## config.mk

```make
export PLATFORM = sky130hd
export DESIGN_NAME = gpio_irq_agg
export DESIGN_NICKNAME = d
export VERILOG_FILES = /design/src/rtl/gpio_irq_pkg.sv /design/src/rtl/gpio_irq_sync.sv /design/src/rtl/gpio_irq_regs.sv /design/src/rtl/gpio_irq_edge.sv /design/src/rtl/gpio_irq_group.sv /design/src/rtl/gpio_irq_agg.sv
export SDC_FILE = /design/constraint.sdc
export NUM_CORES = 1
export LEC_CHECK = 0
export BUFFER_PORTS_ARGS = -buffer_cell sky130_fd_sc_hd__buf_2
export CAP_MARGIN = 0
export CORE_UTILIZATION = 45
export DETAILED_ROUTE_END_ITERATION = 16
export PLACE_DENSITY = 0.73
export SLEW_MARGIN = 15
export SYNTH_ARGS = -nofsm -noshare
export SYNTH_HDL_FRONTEND = slang
export SYNTH_SLANG_ARGS = --single-unit
```

## constraint.sdc

```tcl
create_clock -name clk -period 1.8 [get_ports clk]
set_clock_uncertainty 0.05 [all_clocks]
set_input_delay 0.09 -clock clk [delete_from_list [all_inputs] [get_ports clk]]
set_output_delay 0.09 -clock clk [all_outputs]
set_load 0.01 [all_outputs]
```

## src/rtl/gpio_irq_pkg.sv

```systemverilog
package gpio_irq_pkg;

    localparam int unsigned PIN_COUNT  = 32;
    localparam int unsigned GROUP_SIZE = 8;
    localparam int unsigned GROUP_CNT  = PIN_COUNT / GROUP_SIZE;
    localparam int unsigned OFF_W      = 3;
    localparam int unsigned SYNC_DEPTH = 2;

    typedef enum logic [OFF_W-1:0] {
        OFF_INPUT  = 3'd0,
        OFF_INVERT = 3'd1,
        OFF_DIR    = 3'd2,
        OFF_ECAP   = 3'd3,
        OFF_EEN    = 3'd4,
        OFF_LEN    = 3'd5
    } reg_off_e;

    typedef struct packed {
        logic                 sel;
        logic                 we;
        logic [OFF_W-1:0]     off;
        logic [PIN_COUNT-1:0] wdata;
    } bus_req_t;

    function automatic logic is_write(input bus_req_t r, input reg_off_e o);
        return r.sel && r.we && (r.off == o);
    endfunction

    function automatic logic is_read(input bus_req_t r);
        return r.sel && !r.we;
    endfunction

endpackage

```

## src/rtl/gpio_irq_sync.sv

```systemverilog
module gpio_irq_sync #(
    parameter int unsigned W     = gpio_irq_pkg::PIN_COUNT,
    parameter int unsigned DEPTH = gpio_irq_pkg::SYNC_DEPTH
) (
    input  logic         clk,
    input  logic         rst,
    input  logic [W-1:0] async_in,
    output logic [W-1:0] sync_out
);
    logic [W-1:0] stage [DEPTH];

    generate
        for (genvar s = 0; s < DEPTH; s++) begin : g_stage
            if (s == 0) begin : g_first
                always_ff @(posedge clk) begin
                    if (rst) stage[0] <= '0;
                    else     stage[0] <= async_in;
                end
            end else begin : g_next
                always_ff @(posedge clk) begin
                    if (rst) stage[s] <= '0;
                    else     stage[s] <= stage[s-1];
                end
            end
        end
    endgenerate

    assign sync_out = stage[DEPTH-1];

    // the output is the input delayed through the flop chain
    a_r2_sync_delay: assert property (@(posedge clk) disable iff (rst)
        $past(rst) == 1'b0 |-> stage[1] == $past(stage[0]))
        else $error("sync chain broken");
endmodule

```

## src/rtl/gpio_irq_regs.sv

```systemverilog
module gpio_irq_regs
    import gpio_irq_pkg::*;
#(
    parameter int unsigned W = PIN_COUNT
) (
    input  logic         clk,
    input  logic         rst,
    input  bus_req_t     req,
    input  logic [W-1:0] adj_in,
    input  logic [W-1:0] ecap,
    output logic [W-1:0] invert,
    output logic [W-1:0] dir_in,
    output logic [W-1:0] len,
    output logic [W-1:0] een,
    output logic [W-1:0] ecap_clr,
    output logic [W-1:0] rdata
);
    logic [W-1:0] rd_mux;

    always_ff @(posedge clk) begin
        if (rst) begin
            invert <= '0;
            dir_in <= '0;
            len    <= '0;
            een    <= '0;
        end else begin
            if (is_write(req, OFF_INVERT)) invert <= req.wdata;
            if (is_write(req, OFF_DIR))    dir_in <= req.wdata;
            if (is_write(req, OFF_LEN))    len    <= req.wdata;
            if (is_write(req, OFF_EEN))    een    <= req.wdata;
        end
    end

    always_comb begin
        ecap_clr = '0;
        if (is_write(req, OFF_ECAP)) ecap_clr = ~req.wdata;
    end

    always_comb begin
        case (reg_off_e'(req.off))
            OFF_INPUT:  rd_mux = adj_in;
            OFF_INVERT: rd_mux = invert;
            OFF_DIR:    rd_mux = dir_in;
            OFF_ECAP:   rd_mux = ecap;
            OFF_EEN:    rd_mux = een;
            OFF_LEN:    rd_mux = len;
            default:    rd_mux = '0;
        endcase
    end

    always_ff @(posedge clk) begin
        if (rst)               rdata <= '0;
        else if (is_read(req)) rdata <= rd_mux;
    end

    // offsets past the map return zero on the following cycle
    a_r10_unmapped_zero: assert property (@(posedge clk) disable iff (rst)
        (req.sel && !req.we && req.off > 3'd5) |=> rdata == '0)
        else $error("unmapped read nonzero");

    // a write to the input offset leaves every writable register unchanged
    a_r2_input_ro: assert property (@(posedge clk) disable iff (rst)
        is_write(req, OFF_INPUT) |=> $stable(invert) && $stable(dir_in)
                                     && $stable(len) && $stable(een))
        else $error("write to input offset changed state");
endmodule

```

## src/rtl/gpio_irq_edge.sv

```systemverilog
module gpio_irq_edge #(
    parameter int unsigned W = gpio_irq_pkg::PIN_COUNT
) (
    input  logic         clk,
    input  logic         rst,
    input  logic [W-1:0] adj_in,
    input  logic [W-1:0] dir_in,
    input  logic [W-1:0] clr,
    output logic [W-1:0] ecap
);
    logic [W-1:0] adj_q;
    logic [W-1:0] rise;

    always_ff @(posedge clk) begin
        if (rst) adj_q <= '0;
        else     adj_q <= adj_in;
    end

    assign rise = adj_in & ~adj_q & dir_in;

    // the set term sits outside the clear term, so a new edge wins
    always_ff @(posedge clk) begin
        if (rst) ecap <= '0;
        else     ecap <= (ecap & ~clr) | rise;
    end

    // a qualified rise always leaves its capture bit set
    a_r6_set_wins: assert property (@(posedge clk) disable iff (rst)
        1'b1 |=> (ecap & $past(adj_in & ~adj_q & dir_in))
                 == $past(adj_in & ~adj_q & dir_in))
        else $error("edge lost");

    // captured bits without a clear stay captured
    a_r5_sticky: assert property (@(posedge clk) disable iff (rst)
        1'b1 |=> (ecap & $past(ecap & ~clr)) == $past(ecap & ~clr))
        else $error("capture bit dropped");

    // non-input pins never become captured
    a_r8_dir_gate: assert property (@(posedge clk) disable iff (rst)
        1'b1 |=> (ecap & ~$past(ecap) & ~$past(dir_in)) == '0)
        else $error("capture on non-input pin");
endmodule

```

## src/rtl/gpio_irq_group.sv

```systemverilog
module gpio_irq_group #(
    parameter int unsigned W     = gpio_irq_pkg::PIN_COUNT,
    parameter int unsigned GSIZE = gpio_irq_pkg::GROUP_SIZE,
    localparam int unsigned NG   = W / GSIZE
) (
    input  logic          clk,
    input  logic          rst,
    input  logic [W-1:0]  cause,
    output logic [NG-1:0] irq
);
    generate
        for (genvar g = 0; g < NG; g++) begin : g_grp
            always_ff @(posedge clk) begin
                if (rst) irq[g] <= 1'b0;
                else     irq[g] <= |cause[g*GSIZE +: GSIZE];
            end
        end
    endgenerate

    // no pin cause means every summary line falls on the next edge
    a_r9_quiet: assert property (@(posedge clk) disable iff (rst)
        cause == '0 |=> irq == '0)
        else $error("summary without cause");
endmodule

```

## src/rtl/gpio_irq_agg.sv

```systemverilog
module gpio_irq_agg
    import gpio_irq_pkg::*;
(
    input  logic                  clk,
    input  logic                  rst,
    input  logic [PIN_COUNT-1:0]  gpio_in,
    input  logic                  bus_sel,
    input  logic                  bus_we,
    input  logic [OFF_W-1:0]      bus_addr,
    input  logic [PIN_COUNT-1:0]  bus_wdata,
    output logic [PIN_COUNT-1:0]  bus_rdata,
    output logic [GROUP_CNT-1:0]  irq_grp
);
    bus_req_t             req;
    logic [PIN_COUNT-1:0] line_s;
    logic [PIN_COUNT-1:0] adj_in;
    logic [PIN_COUNT-1:0] invert;
    logic [PIN_COUNT-1:0] dir_in;
    logic [PIN_COUNT-1:0] len;
    logic [PIN_COUNT-1:0] een;
    logic [PIN_COUNT-1:0] ecap;
    logic [PIN_COUNT-1:0] ecap_clr;
    logic [PIN_COUNT-1:0] cause;

    assign req = '{sel: bus_sel, we: bus_we, off: bus_addr, wdata: bus_wdata};

    gpio_irq_sync #(.W(PIN_COUNT), .DEPTH(SYNC_DEPTH)) u_sync (
        .clk      (clk),
        .rst      (rst),
        .async_in (gpio_in),
        .sync_out (line_s)
    );

    assign adj_in = line_s ^ invert;

    gpio_irq_regs #(.W(PIN_COUNT)) u_regs (
        .clk      (clk),
        .rst      (rst),
        .req      (req),
        .adj_in   (adj_in),
        .ecap     (ecap),
        .invert   (invert),
        .dir_in   (dir_in),
        .len      (len),
        .een      (een),
        .ecap_clr (ecap_clr),
        .rdata    (bus_rdata)
    );

    gpio_irq_edge #(.W(PIN_COUNT)) u_edge (
        .clk    (clk),
        .rst    (rst),
        .adj_in (adj_in),
        .dir_in (dir_in),
        .clr    (ecap_clr),
        .ecap   (ecap)
    );

    assign cause = dir_in & ((adj_in & len) | (ecap & een));

    gpio_irq_group #(.W(PIN_COUNT), .GSIZE(GROUP_SIZE)) u_group (
        .clk   (clk),
        .rst   (rst),
        .cause (cause),
        .irq   (irq_grp)
    );

    // the first cycle out of reset has quiet outputs
    a_r1_reset_quiet: assert property (@(posedge clk)
        $past(rst) |-> irq_grp == '0 && ecap == '0)
        else $error("not quiet after reset");

    // with no input pins no summary line can rise
    a_r8_no_inputs: assert property (@(posedge clk) disable iff (rst)
        dir_in == '0 |=> irq_grp == '0)
        else $error("irq with no input pins");

    // with both enables clear no summary line can rise
    a_r9_masked: assert property (@(posedge clk) disable iff (rst)
        (len == '0 && een == '0) |=> irq_grp == '0)
        else $error("irq while fully masked");

    // an enabled, asserted level pin raises some summary line
    a_r3_level_raises: assert property (@(posedge clk) disable iff (rst)
        (dir_in & adj_in & len) != '0 |=> irq_grp != '0)
        else $error("level cause lost");
endmodule

```

-- After elaboration in Yosys (flattened, before gate mapping)
Memory sizes are Yosys's and may differ from the RTL's.
Cells that the tools add are included.
- equal/unequal tests: 5
- reductions and logical operators: 13
- multiplexer cells: 7
- bitwise logic cells: 14
- operators by type and width (operator ; number):
    $and 32x32->32 ; 6
    $pmux 32 s6 ; 1
    $mux 32 ; 3
    $not 32->32 ; 3
    $or 32x32->32 ; 2
    $reduce_or 8->1 ; 4
    $xor 32x32->32 ; 1
    $logic_and 1x1->1 ; 7
    $eq 3x2->1 const B ; 2
    $eq 3x3->1 const B ; 2
    $eq 3x1->1 const B ; 1
    $logic_not 3->1 ; 1
    $mux 1 ; 3
    $or 1x1->1 ; 2
    $logic_not 1->1 ; 1
- input bits: 71
- logic and storage cells: 51
- flip-flop bits (word level): 228
- output and inout bits: 36
- memories: 1
- memory bits (writable): 64
- memory list (memory ; words ; width ; rd ports ; clocked after Yosys merged registers in ; write ports ; RTL line ; text):
    u_sync.stage ; 2 ; 32 ; 2 ; 0 ; 2 ; gpio_irq_sync.sv:10 ; logic [W-1:0] stage [DEPTH];

-- Longest topological paths before layout
- depth in word-level cells: 6
- gate-level depth with buffers: 8
- gate-level depth less buffers: 4

-- Cells and area by module
Synthesis repeated with hierarchy kept, for this count alone.
- cell total of the unflattened synthesis: 1373
- area, all modules: 12505.7 µm²
- modules (own cells, without submodules) (module ; cells an instance ; area each (µm²) ; times used ; sequential area each (µm²)):
    gpio_irq_regs ; 927 ; 7325.8 ; 1 ; 3203.1
    gpio_irq_edge ; 199 ; 2351.0 ; 1 ; 1281.2
    gpio_irq_sync ; 135 ; 1918.1 ; 1 ; 1281.2
    gpio_irq_agg ; 96 ; 760.7 ; 1 ; 0.0
    gpio_irq_group ; 16 ; 150.1 ; 1 ; 80.1

-- Least setup slack after synthesis
OpenSTA, ideal clock, no wires.
- path kind: register to register
- from: reg u_regs.invert[20]
- to: reg u_group.irq[2]
- path buffers: 0
- setup slack: 0.461 ns
- cell stages (with the launch flop): 5
- data arrival time: 1.141 ns
- data required time: 1.603 ns
- clock period less this slack: 1.339 ns
- setup time: 0.147 ns
- path through: dfxtp_1 -> xor2_1 -> a22o_1 -> a2111oi_0 -> a41oi_1
- word-level cells in the longest chain between the ends: 5
- ends and longest elaborated chain (what ; RTL line ; text):
    start: declaration ; gpio_irq_regs.sv:11 ; output logic [W-1:0] invert,
    start signal: assignment ; gpio_irq_regs.sv:27 ; if (is_write(req, OFF_INVERT)) invert <= req.wdata;
    $xor 32x32->32 ; gpio_irq_agg.sv:34 ; assign adj_in = line_s ^ invert;
    $and 32x32->32 ; gpio_irq_agg.sv:59 ; assign cause = dir_in & ((adj_in & len) | (ecap & een));
    $or 32x32->32 ; gpio_irq_agg.sv:59 ;
    $and 32x32->32 ; gpio_irq_agg.sv:59 ;
    $reduce_or 8->1 ; gpio_irq_group.sv:15 ; else irq[g] <= |cause[g*GSIZE +: GSIZE];
    end signal: indexed assignment ; gpio_irq_group.sv:15 ;
    end: declaration ; gpio_irq_group.sv:9 ; output logic [NG-1:0] irq
Every way passes these cells.
A chain may end at the register's enable or synchronous reset.

-- Worst setup path after layout
Same ends and word-level chain as after synthesis.

==> out/metrics.sh <==
STATUS='finished clean'
GRT_START_MAX_NET_PINS=118
CTSLONGESTPATHBUFFERS=3
PLACEDCELLCOUNT=1640
SYNTH-ADDER-AREA-SHARE=0
FINAL_SUM_OF_NEGATIVE_SETUP_SLACK_NS=0
SETUP_VIOL=0
FP.COREAREA_MM2=0.0242
CP_CELL_SEQUENCE='xor2_1 -> a22o_1 -> a2111oi_0 -> a41oi_1'
FLOORPLAN.DIE.HEIGHT_UM=159
WORST_SLEW_PIN_SLEW_NS=0.791
MAX_FREQ_MHz=680
HPWL_UM=19700
IR_WORST_VDD_mV=0.778
CRIT_ARRIVAL_NS=1.80
SEQ_AREA_FRAC_SYNTH=0.528
CLKLATENCYLATEPIN_NS=0.55
FINAL_CELL_AREA_MM2=0.0137
CTS-ROOT-BUF='sky130_fd_sc_hd__clkbuf_16'
LAYOUT-DRIVE-GT1-SHARE=0.138
DETAIL_ROUTE.WL_PER_CELL_UM=17.8
GRT_USE_TOTAL=0.243
TIMING.FINAL.CRIT_SHARE=0.817
LAYOUT.CELLS.NON_FILLER=1761
CP_DELAY_BY_FAMILY_TOP='compound AO/OA/AOI/OAI gates'
SYNTH_FP_NETS=1326
CP_DATA_REQUIRED_TIME_NS=2.13
TOTAL_POWER_CONSUMPTION_mW=13.7
NUM-NETS-FINAL=1484
POST_SYNTHESIS_SHARE_OF_CELL_AREA_SPENT_ON_AND_OR_NAND_AND_NOR_GATES=0.206
NUM_VIAS=9762
ANTENNA_LEFT=0
NUMBER_OF_CLOCK_SINKS_SEEN_BY_CTS=292
INITIAL_UTILIZATION=0.457
TIMING.CRITICAL_PATH.FROM_TYPE='register'
TIMING.HOLD.WORST.START='bus_addr[2]'
HOLD_PATH_CLASS='in2reg'
AREA_GROWTH_SYN_TO_LAYOUT_PCT=23.6
DOMINANTREGCELLSYNTH='sky130_fd_sc_hd__dfxtp_1'
TIMING.SLEW.HEADROOM=0.472
XOR_XNOR_PORTION_OF_THE_SYNTHESIZED_CELL_AREA=0.0277
PLACE_CONGESTION=0.863
ROUTED-WL-MET2_UM=14700
TRITONCTS='built'
DRT_PASS1_ITERATIONS=5
M1WIRELENGTH_UM=13300
YOSYS.CELL_TYPES.COUNT=33
TIMING_ENDPOINT_OF_THE_CRITICAL_PATH='u_group.irq[2]$_SDFF_PP0_'
DOMINANT_COMBINATIONAL_CELL_FAMILY_BY_AREA_AFTER_SYNTHESIS='simple AND/OR/NAND/NOR gates'
POST-CTS-SETUP-BUFFER-COUNT=0
WORST_SETUP_PATH_END_KIND='register'
DRT_DRC_VIOLATIONS_LEFT=0
DRT_ITER0_MARKERS=943
TIMING.FINAL.MAX_SLEW_VIOLATIONS=0
R2R_SLACK_NS=0.33
CP_NUM_CELLS=4
NUMBER_OF_PORTS_PLACED_ON_THE_DIE_BOUNDARY=107
FINAL-HOLD-VIOLATION-COUNT=0
SYNTH_COMPOUND_AREA_FRAC=0.204
SYN-MEAN-INSTANCE-AREA_UM2=8.82
AVGVIACOUNTPERCELL=5.54
FIN_CRIT_PERIOD_NS=1.47
HOLD-WORST-SLACK_NS=0.0174
CRITPATHMAXSTAGEDELAY_NS=0.41
CRITPATHSLOWESTCELL='sky130_fd_sc_hd__a2111oi_0'
CAP_VIOL_MAX_COUNT=0
ANTENNA_VIOLATIONS_BEFORE_REPAIR=5
POWER_DENSITY_RELATIVE_TO_CELL_AREA_mW_PER_MM2=998
WORSTREGTOREGCELLS=4
DPL-INSTANCE-AREA_MM2=0.0120
ROUTED_WL_UM=31300
MET3WIRELENGTH_UM=2540
PATH_MAX_FANOUT=3
WORST_R2R_STARTPOINT='u_regs.invert[20]$_SDFFE_PP0P_'
RSZ0062_AT_GRT='false'
CRITPATHBUFINV=0
CTS.REPORTEDPATHS.CLKPINSLEW_NS=0.06
NETLIST_INSTANCES=1255
RR_ENDPOINT='u_group.irq[2]$_SDFF_PP0_'
DIE_W_UM=159
POSTCTSHOLDBUFS=65
BUFFER_PORTS.INSERTED=106
ROWS=57
STARTPOINT='u_regs.invert[20]$_SDFFE_PP0P_'
NUMBER_OF_SYNTHESIZED_FLOPS_WITH_AN_ENABLE_PIN=0
YOSYS_WARNINGS=0
GRT_FIRST_PASS_WIRELENGTH_UM=49400
YS_SEQ_ELEMENTS=292
TRITONCTS.NUM_BUFFERS=30
POSTCTSRESIZEDCELLS=0
HTREE_LEVELS=1
POWER.LEAKAGE_nW=5.33
GRT-OVFL-TOTAL=0
CRITPATHKIND='reg2reg'
ASYNC_RESET_FF_FRAC=0
SYNTHESIS.AREA_MM2=0.0111
VIA_COUNT_OF_THE_FIRST_GLOBAL_ROUTING_PASS=9071
DESIGN.DIE.AREA_MM2=0.0252
SYNTH.MUX.AREA_FRACTION=0
TOP_LAYER='met4'
synth_stat cells (all sizes together) (2+ instances only):
cell,number,area share
and3,17,0.0096
o21ai,32,0.014
clkbuf,60,0.020
a22oi,93,0.063
xor2,32,0.025
nor3b,3,0.0034
nor2,3,0.0010
nand2b,2,0.0011
a21oi,159,0.072
nand4,9,0.0051
nand3b,32,0.022
nor2b,91,0.051
a31oi,44,0.025
xnor2,3,0.0024
nand3,42,0.019
and3b,2,0.0016
nand2,260,0.088
buf,30,0.014
o31a,3,0.0024
a22o,3,0.0024
dfxtp,292,0.53
a21o,31,0.021
and2,4,0.0023
routing by layer:
layer | up-vias | track usage
li1 | 4676 | -
met4 | 0 | 0.0809
met5 | - | 0
met1 | 4588 | 0.323
met3 | 62 | 0.0428
met2 | 436 | 0.397
worst min path at each step:
stage                                endpoint  cells after the start
2_1_floorplan   u_sync.stage[0][0]$_SDFF_PP0_                      1
3_3_place_gp   u_sync.stage[0][31]$_SDFF_PP0_                      2
3_5_place_dp   u_sync.stage[0][27]$_SDFF_PP0_                      2
4_1_cts         u_regs.rdata[14]$_SDFFE_PP0P_                      4
5_1_grt         u_regs.rdata[14]$_SDFFE_PP0P_                      4
6_report        u_regs.rdata[14]$_SDFFE_PP0P_                      4
cells by family after synthesis:
group,count (synthesis)
AND/OR/NAND/NOR,467
XOR/XNOR,35
flip-flops,292
AO/OA/AOI/OAI,370
buffers and inverters,91
report_power, final:
part	switching, mW	internal (mW)	leakage (nW)	total [mW]
Combinational	0.443	0.317	2.48	0.760
Clock	2.47	3.78	0.479	6.25
Sequential	0.0664	6.60	2.37	6.66
Total	2.98	10.7	5.33	13.7
flip-flops by register name, summed over array words and instances, names as in the netlist:
register,flops
u_edge.adj_q,32
u_regs.dir_in,32
u_group.irq,4
u_sync.stage,64
u_regs.invert,32
u_regs.len,32
u_regs.een,32
u_regs.rdata,32
u_edge.ecap,32
tightest hold or removal path, delay by kind of cell:
family / cells / cell delay (ns)
and+or+nand+nor: 1 / 0.12
AOI/OAI and AO/OA: 2 / 0.20
buffers and inverters: 1 / 0.17
metrics by stage:
| stage | util | setup slack [ns] |
|---|---|---|
| final | 0.565 | 0.329 |
| after global placement | 0.497 | 0.336 |
| after floorplan | - | 0.461 |
| after CTS | 0.564 | 0.336 |
| after detailed placement | 0.497 | 0.282 |
| after global routing | 0.564 | 0.121 |
cells in the final DEF (no fill, tap or decap), types with 5 or more instances in the layout:
master                            n
sky130_fd_sc_hd__a21o_1          31
sky130_fd_sc_hd__clkbuf_1         9
sky130_fd_sc_hd__clkbuf_16       31
sky130_fd_sc_hd__a31oi_1         44
sky130_fd_sc_hd__nand4_1          9
sky130_fd_sc_hd__dfxtp_1        292
sky130_fd_sc_hd__nand2_1        260
sky130_fd_sc_hd__dlygate4sd3_1   65
sky130_fd_sc_hd__diode_2          5
sky130_fd_sc_hd__a21oi_1        159
sky130_fd_sc_hd__xor2_1          32
sky130_fd_sc_hd__buf_4           41
sky130_fd_sc_hd__nand3_1         42
sky130_fd_sc_hd__o21ai_0         32
sky130_fd_sc_hd__a22oi_1         93
sky130_fd_sc_hd__nand3b_1        32
sky130_fd_sc_hd__buf_2          105
sky130_fd_sc_hd__nor2b_1         91
sky130_fd_sc_hd__and3_1          17
layout make-up:
class / count / area [um^2]
multi-input combinational: 872 / 4860
clock inverter: 9 / 148
sequential: 292 / 5850
tap: 324 / 405
clock buffer: 42 / 837
timing repair buffer: 216 / 1580
fill: 2122 / 10600
inverter: 1 / 3.75
antenna: 5 / 12.5
(Power assumes the default switching activity.)
